<file path="src/rtl/wdp_pkg.sv">
package wdp_pkg;

   // Width of a counter that must hold values 0..n (never below one bit).
   function automatic int cnt_w(input int n);
      int w;
      w = $clog2(n + 1);
      return (w < 1) ? 1 : w;
   endfunction

   localparam int SYNC_MIN = 1;

endpackage

</file>
<file path="src/rtl/wdp_strobe_edge.sv">
module wdp_strobe_edge #(
   parameter int SYNC_STAGES = 2
) (
   input  logic clk,
   input  logic rst_n,
   input  logic strobe_i,
   output logic edge_o
);
   import wdp_pkg::*;

   if (SYNC_STAGES < SYNC_MIN) begin : g_bad_sync
      $error("SYNC_STAGES must be at least 1");
   end

   logic [SYNC_STAGES-1:0] sync_q;
   logic                   last_q;

   if (SYNC_STAGES == 1) begin : g_one
      always_ff @(posedge clk or negedge rst_n) begin
         if (!rst_n) sync_q <= '0;
         else        sync_q <= strobe_i;
      end
   end else begin : g_chain
      always_ff @(posedge clk or negedge rst_n) begin
         if (!rst_n) sync_q <= '0;
         else        sync_q <= {sync_q[SYNC_STAGES-2:0], strobe_i};
      end
   end

   always_ff @(posedge clk or negedge rst_n) begin
      if (!rst_n) last_q <= 1'b0;
      else        last_q <= sync_q[SYNC_STAGES-1];
   end

   // Any level change between consecutive synchronized samples.
   assign edge_o = sync_q[SYNC_STAGES-1] ^ last_q;

endmodule

</file>
<file path="src/rtl/wdp_timer.sv">
module wdp_timer #(
   parameter int TMO_DEF_CYC = 64,
   parameter int TMO_ALT_CYC = 24
) (
   input  logic clk,
   input  logic rst_n,
   input  logic alt_sel_i,
   input  logic restart_i,
   output logic expire_o
);
   import wdp_pkg::*;

   localparam int TMO_MAX = (TMO_DEF_CYC > TMO_ALT_CYC) ? TMO_DEF_CYC : TMO_ALT_CYC;
   localparam int CW      = cnt_w(TMO_MAX);

   if (TMO_DEF_CYC < 2 || TMO_ALT_CYC < 2) begin : g_bad_tmo
      $error("timeouts must be at least 2 cycles");
   end

   logic [CW-1:0] cnt_q;
   logic [CW-1:0] lim_last;

   if (TMO_DEF_CYC == TMO_ALT_CYC) begin : g_single
      logic unused_sel;
      assign unused_sel = alt_sel_i;
      assign lim_last   = CW'(TMO_DEF_CYC - 1);
   end else begin : g_dual
      assign lim_last = alt_sel_i ? CW'(TMO_ALT_CYC - 1) : CW'(TMO_DEF_CYC - 1);
   end

   // Magnitude compare so a shortened limit below the count still expires.
   assign expire_o = !restart_i && (cnt_q >= lim_last);

   always_ff @(posedge clk or negedge rst_n) begin
      if (!rst_n)                     cnt_q <= '0;
      else if (restart_i || expire_o) cnt_q <= '0;
      else                            cnt_q <= cnt_q + 1'b1;
   end

endmodule

</file>
<file path="src/rtl/wdp_warn_seq.sv">
module wdp_warn_seq #(
   parameter int WARN_CYC = 6,
   parameter int LEAD_CYC = 2
) (
   input  logic clk,
   input  logic rst_n,
   input  logic expire_i,
   input  logic strobe_edge_i,
   output logic warn_n_o,
   output logic fault_n_o
);
   import wdp_pkg::*;

   localparam int WW = cnt_w(WARN_CYC);
   localparam int LW = cnt_w(LEAD_CYC);

   if (LEAD_CYC < 1 || LEAD_CYC >= WARN_CYC) begin : g_bad_lead
      $error("need 1 <= LEAD_CYC < WARN_CYC");
   end

   logic [WW-1:0] wcnt_q;
   logic [LW-1:0] lcnt_q;

   // Warning pulse: WARN_CYC cycles low from each expiry.
   always_ff @(posedge clk or negedge rst_n) begin
      if (!rst_n) begin
         warn_n_o <= 1'b1;
         wcnt_q   <= '0;
      end else if (expire_i) begin
         warn_n_o <= 1'b0;
         wcnt_q   <= WW'(WARN_CYC - 1);
      end else if (!warn_n_o) begin
         if (wcnt_q == '0) warn_n_o <= 1'b1;
         else              wcnt_q   <= wcnt_q - 1'b1;
      end
   end

   // Fault level: falls after the lead interval, rises on a strobe edge.
   always_ff @(posedge clk or negedge rst_n) begin
      if (!rst_n) begin
         fault_n_o <= 1'b1;
         lcnt_q    <= '0;
      end else if (strobe_edge_i) begin
         fault_n_o <= 1'b1;
         lcnt_q    <= '0;
      end else if (expire_i) begin
         lcnt_q    <= LW'(LEAD_CYC);
      end else if (lcnt_q != '0) begin
         lcnt_q <= lcnt_q - 1'b1;
         if (lcnt_q == LW'(1)) fault_n_o <= 1'b0;
      end
   end

endmodule

</file>
<file path="src/rtl/wdp_dbl_latch.sv">
module wdp_dbl_latch #(
   parameter bit DBL_EN = 1'b1
) (
   input  logic clk,
   input  logic rst_n,
   input  logic expire_i,
   input  logic fault_n_i,
   input  logic rearm_i,
   output logic dbl_o
);

   if (DBL_EN) begin : g_latch
      logic dbl_q;
      always_ff @(posedge clk or negedge rst_n) begin
         if (!rst_n)                      dbl_q <= 1'b0;
         else if (expire_i && !fault_n_i) dbl_q <= 1'b1;
         else if (rearm_i)                dbl_q <= 1'b0;
      end
      assign dbl_o = dbl_q;
   end else begin : g_none
      logic unused_in;
      assign unused_in = ^{clk, rst_n, expire_i, fault_n_i, rearm_i};
      assign dbl_o     = 1'b0;
   end

endmodule

</file>
<file path="src/rtl/wdog_prewarn.sv">
module wdog_prewarn #(
   parameter int TMO_DEF_CYC = 64,
   parameter int TMO_ALT_CYC = 24,
   parameter int WARN_CYC    = 6,
   parameter int LEAD_CYC    = 2,
   parameter int SYNC_STAGES = 2,
   parameter bit DBL_EN      = 1'b1
) (
   input  logic clk,
   input  logic rst_n,
   input  logic strobe_i,
   input  logic alt_sel_i,
   input  logic rearm_i,
   output logic warn_n_o,
   output logic fault_n_o,
   output logic dbl_fault_o
);

   localparam int TMO_MIN = (TMO_DEF_CYC < TMO_ALT_CYC) ? TMO_DEF_CYC : TMO_ALT_CYC;

   if (TMO_MIN <= WARN_CYC) begin : g_bad_window
      $error("timeouts must exceed WARN_CYC");
   end

   logic strobe_edge;
   logic tmo_expire;

   wdp_strobe_edge #(.SYNC_STAGES(SYNC_STAGES)) i_edge (
      .clk      (clk),
      .rst_n    (rst_n),
      .strobe_i (strobe_i),
      .edge_o   (strobe_edge)
   );

   wdp_timer #(.TMO_DEF_CYC(TMO_DEF_CYC), .TMO_ALT_CYC(TMO_ALT_CYC)) i_timer (
      .clk       (clk),
      .rst_n     (rst_n),
      .alt_sel_i (alt_sel_i),
      .restart_i (strobe_edge),
      .expire_o  (tmo_expire)
   );

   wdp_warn_seq #(.WARN_CYC(WARN_CYC), .LEAD_CYC(LEAD_CYC)) i_seq (
      .clk           (clk),
      .rst_n         (rst_n),
      .expire_i      (tmo_expire),
      .strobe_edge_i (strobe_edge),
      .warn_n_o      (warn_n_o),
      .fault_n_o     (fault_n_o)
   );

   wdp_dbl_latch #(.DBL_EN(DBL_EN)) i_dbl (
      .clk       (clk),
      .rst_n     (rst_n),
      .expire_i  (tmo_expire),
      .fault_n_i (fault_n_o),
      .rearm_i   (rearm_i),
      .dbl_o     (dbl_fault_o)
   );

endmodule

</file>
<file path="config.mk">
export PLATFORM = sky130hd
export DESIGN_NAME = wdog_prewarn
export DESIGN_NICKNAME = d
export VERILOG_FILES = /design/src/rtl/wdp_pkg.sv /design/src/rtl/wdp_strobe_edge.sv /design/src/rtl/wdp_timer.sv /design/src/rtl/wdp_warn_seq.sv /design/src/rtl/wdp_dbl_latch.sv /design/src/rtl/wdog_prewarn.sv
export SDC_FILE = /design/constraint.sdc
export NUM_CORES = 1
export LEC_CHECK = 0
export BUFFER_PORTS_ARGS = -buffer_cell sky130_fd_sc_hd__buf_4
export CAP_MARGIN = 0
export CELL_PAD_IN_SITES_DETAIL_PLACEMENT = 1
export CELL_PAD_IN_SITES_GLOBAL_PLACEMENT = 1
export CORE_MARGIN = 3
export CORE_UTILIZATION = 48
export DETAILED_ROUTE_END_ITERATION = 10
export PLACE_DENSITY = 0.89
export SKIP_LAST_GASP = 1
export SYNTH_ARGS = -nofsm -noshare
export SYNTH_HDL_FRONTEND = slang
export SYNTH_SLANG_ARGS = --single-unit
</file>
<file path="constraint.sdc">
create_clock -name clk -period 4.4 [get_ports clk]
set_input_delay 0.44 -clock clk [delete_from_list [all_inputs] [get_ports clk]]
set_output_delay 0.44 -clock clk [all_outputs]
set_load 0.005 [all_outputs]
</file>
==> results.ini <==
[final_layout]
synthToLayoutAreaGrowth_pct=14.5
seqCellArea_um2=453
drive_gt1_frac=0.225
diodes=0
final_nets=102
multiInputGateArea_um2=412
stdcell_count=113
fillers=180

[synthesis]
synth-seq-cells=18
syn-mean-instance-area_um2=11.5
synth_top_cell_area_share=0.451
yosysSeqAreaShare=0.511
syn_inst=77
yosys_warnings=0
synth.cell_area_um2=887
synthTopCellsByArea=dfrtp_1 45%, ha_1 9.9%, dfstp_2 5.9%, xor2_1 3.9%, xnor2_1 3.0%
synth_largest_area_cell=dfrtp_1
ys_types=27
synth.net_count=89

[route]
drt_iter0_drc=4
dr.pass1.iters=3
drt_wl_total_um=1970
avgRoutedWirePerCell_um=17.4
detail-route-antenna-nets=0
vias=653
remaining_drc_errors=0
vias_per_cell=5.78

[die]
start_util=0.550
core_area_um2=1610
die_w_um=49.0
rows=14
dieArea_um2=2400
die_y_um=49.0
ioPinCount=8

[sta]
setup_tns_ps=0
finalMaxSlewViolations=0
rsz0062_at_grt=no
setup_viol=0
post-route-min-period_ps=1730
max_freq_ghz=0.578
setup_ws_ps=2670
finalHoldViolCount=0
final.period_utilization=0.393
worst_pin_slew_ps=860
fin_hold_ws_ps=248
slew_headroom=0.425
fin_worst_skew_ps=3.24

[critical_path]
crit_type=flop to flop
cp_cell_sequence=ha_1, a311oi_2, o31a_2, o221ai_1
crit_arrival_ps=1870
endpoint_kind=flop
required_ps=4540
max_stage_delay_ps=420
cp_max_fo=5
start_kind=flop
critPathSlowestCell=dfrtp_1

[placement]
portBuffers=7
gp_congestion=0.790
hpwl_um=1480
post-place-cells=108
dp_slack_ps=2510

[clock_tree]
clk_pin_slew_ps=90
clock-sinks=18
cts_tree=built
clk_path_buf_depth=2
cts_setup_buffers=0
cts_buffers=3
hold_buffers=1
cts_resized=0
clkLatencyLatePin_ps=290
htreeDepth=1
cts-root-buf=clkbuf_4

[job]
maxCapViolCount=0

[global_routing]
top_usage_layer=met2
antenna_found_initial=0
grt_max_degree=19
use_met1=0.238
met2_usage=0.346
grt-ovfl-total=0
grt_use_met3=0.0520
grt_pass1_wl_um=3640
track_usage=0.202
grt_pass1_vias=757

[pwr]
power_density_nw_per_um2=375
ir_drop_mv=0.218
leakage_nw=0.434

[min_path]
hp-class=input pin to flop

[outcome]
status=finished, final reports clean

-- routing by layer --
layer,routed length [um],vias up
li1,-,303
met1,849,332
met2,1020,12
met3,63,6
met4,35,0
met5,0,-
-- cell usage after synthesis (all sizes together) --
library cell,instances
o221ai,1
and3,1
o31a,1
a21oi,5
nand2,4
dfstp,2
o21ai,3
dfrtp,16
o32ai,1
nand4,1
nand4b,1
nand3,3
ha,7
nor3,5
o31ai,1
inv,6
nor2,2
mux2,1
a211oi,3
or3,2
a311oi,2
xnor2,3
o22a,1
or2,1
xor2,4
-- kinds of logic after synthesis --
kind of cell             Yosys count  share of synthesized area
multiplexers                       1                     0.0127
AO/OA/AOI/OAI                     18                      0.161
adder cells (fa/ha/maj)            7                     0.0987
AND/OR/NAND/NOR                   20                      0.123
buffers and inverters              6                     0.0254
XOR/XNOR                           7                     0.0691
flip-flops                        18                      0.511
-- worst max-delay path, delay by kind of cell (launching register included) --
family	cells	cell delay, ps
AO/OA/AOI/OAI	3	830
adder cells (fa/ha/maj)	1	340
flip-flops	1	420
-- layout by cell type (no fill, tap or decap) --
cell and n:
a311oi_2 1, o22a_1 1, dlygate4sd3_1 1, a311oi_1 1, clkbuf_8 1, mux2_2 1
buf_4 7, dfstp_2 2, nor2_1 2, o21ai_1 1, a21oi_1 5, and3_1 1
clkbuf_4 3, o221ai_1 1, o31ai_2 1, or3_1 2, ha_1 7, nand4b_1 1
nand2_1 4, inv_1 6, nor3_1 5, o21ai_0 2, o31a_2 1, o32ai_2 1
dfrtp_1 16, a211oi_1 3, xnor2_1 3, nand3_1 3, or2_2 1, xor2_1 4
nand4_2 1
-- path summary, 6_finish.rpt --
| path | slack [ps] | end | cells after the start | from |
|---|---|---|---|---|
| setup reg to reg | 2670 | i_seq.wcnt_q[2]$_DFFE_PN0P_ | 4 | i_timer.cnt_q[5]$_DFF_PN0_ |
| min in group asynchronous | 540 | i_timer.cnt_q[2]$_DFF_PN0_ | 2 | rst_n |
| setup / recovery | 2670 | i_seq.wcnt_q[2]$_DFFE_PN0P_ | 4 | i_timer.cnt_q[5]$_DFF_PN0_ |
| max in group asynchronous | 3600 | i_seq.warn_n_o$_DFF_PN1_ | 2 | rst_n |
| hold reg to reg | 360 | i_edge.sync_q[1]$_DFF_PN0_ | 0 | i_edge.sync_q[0]$_DFF_PN0_ |
| hold / removal | 250 | i_edge.sync_q[0]$_DFF_PN0_ | 1 | strobe_i |
-- through the flow --
step / instance area, um2 / total power [W] / util
2_1_floorplan: 887 / 0.000256 / -
3_3_place_gp: 970 / 0.000277 / 0.602
3_5_place_dp: 970 / 0.000285 / 0.602
4_1_cts: 1020 / 0.000387 / 0.630
5_1_grt: 1020 / 0.000409 / 0.630
6_report: 1020 / 0.000381 / 0.630
-- report_power, final --
group | switching, W | internal, W
logic | 0.0000423 | 0.0000400
clock network | 0.0000484 | 0.0000505
registers | 0.0000166 | 0.000183
-- final cells by class --
class                   count  area share
multi-input cells          53       0.405
repair buffers              8      0.0616
inverters                   6      0.0222
clock buffers               4      0.0357
well taps                  24      0.0296
flip-flops and latches     18       0.446
-- registers in the layout (all words and copies together), names as in the netlist --
signal and flops:
i_edge.sync_q 2, i_dbl.dbl_o 1, i_edge.last_q 1, i_timer.cnt_q 7, i_seq.fault_n_o 1, i_seq.lcnt_q 2, i_seq.wcnt_q 3, i_seq.warn_n_o 1
No activity file was read; power rests on OpenSTA's default activity.
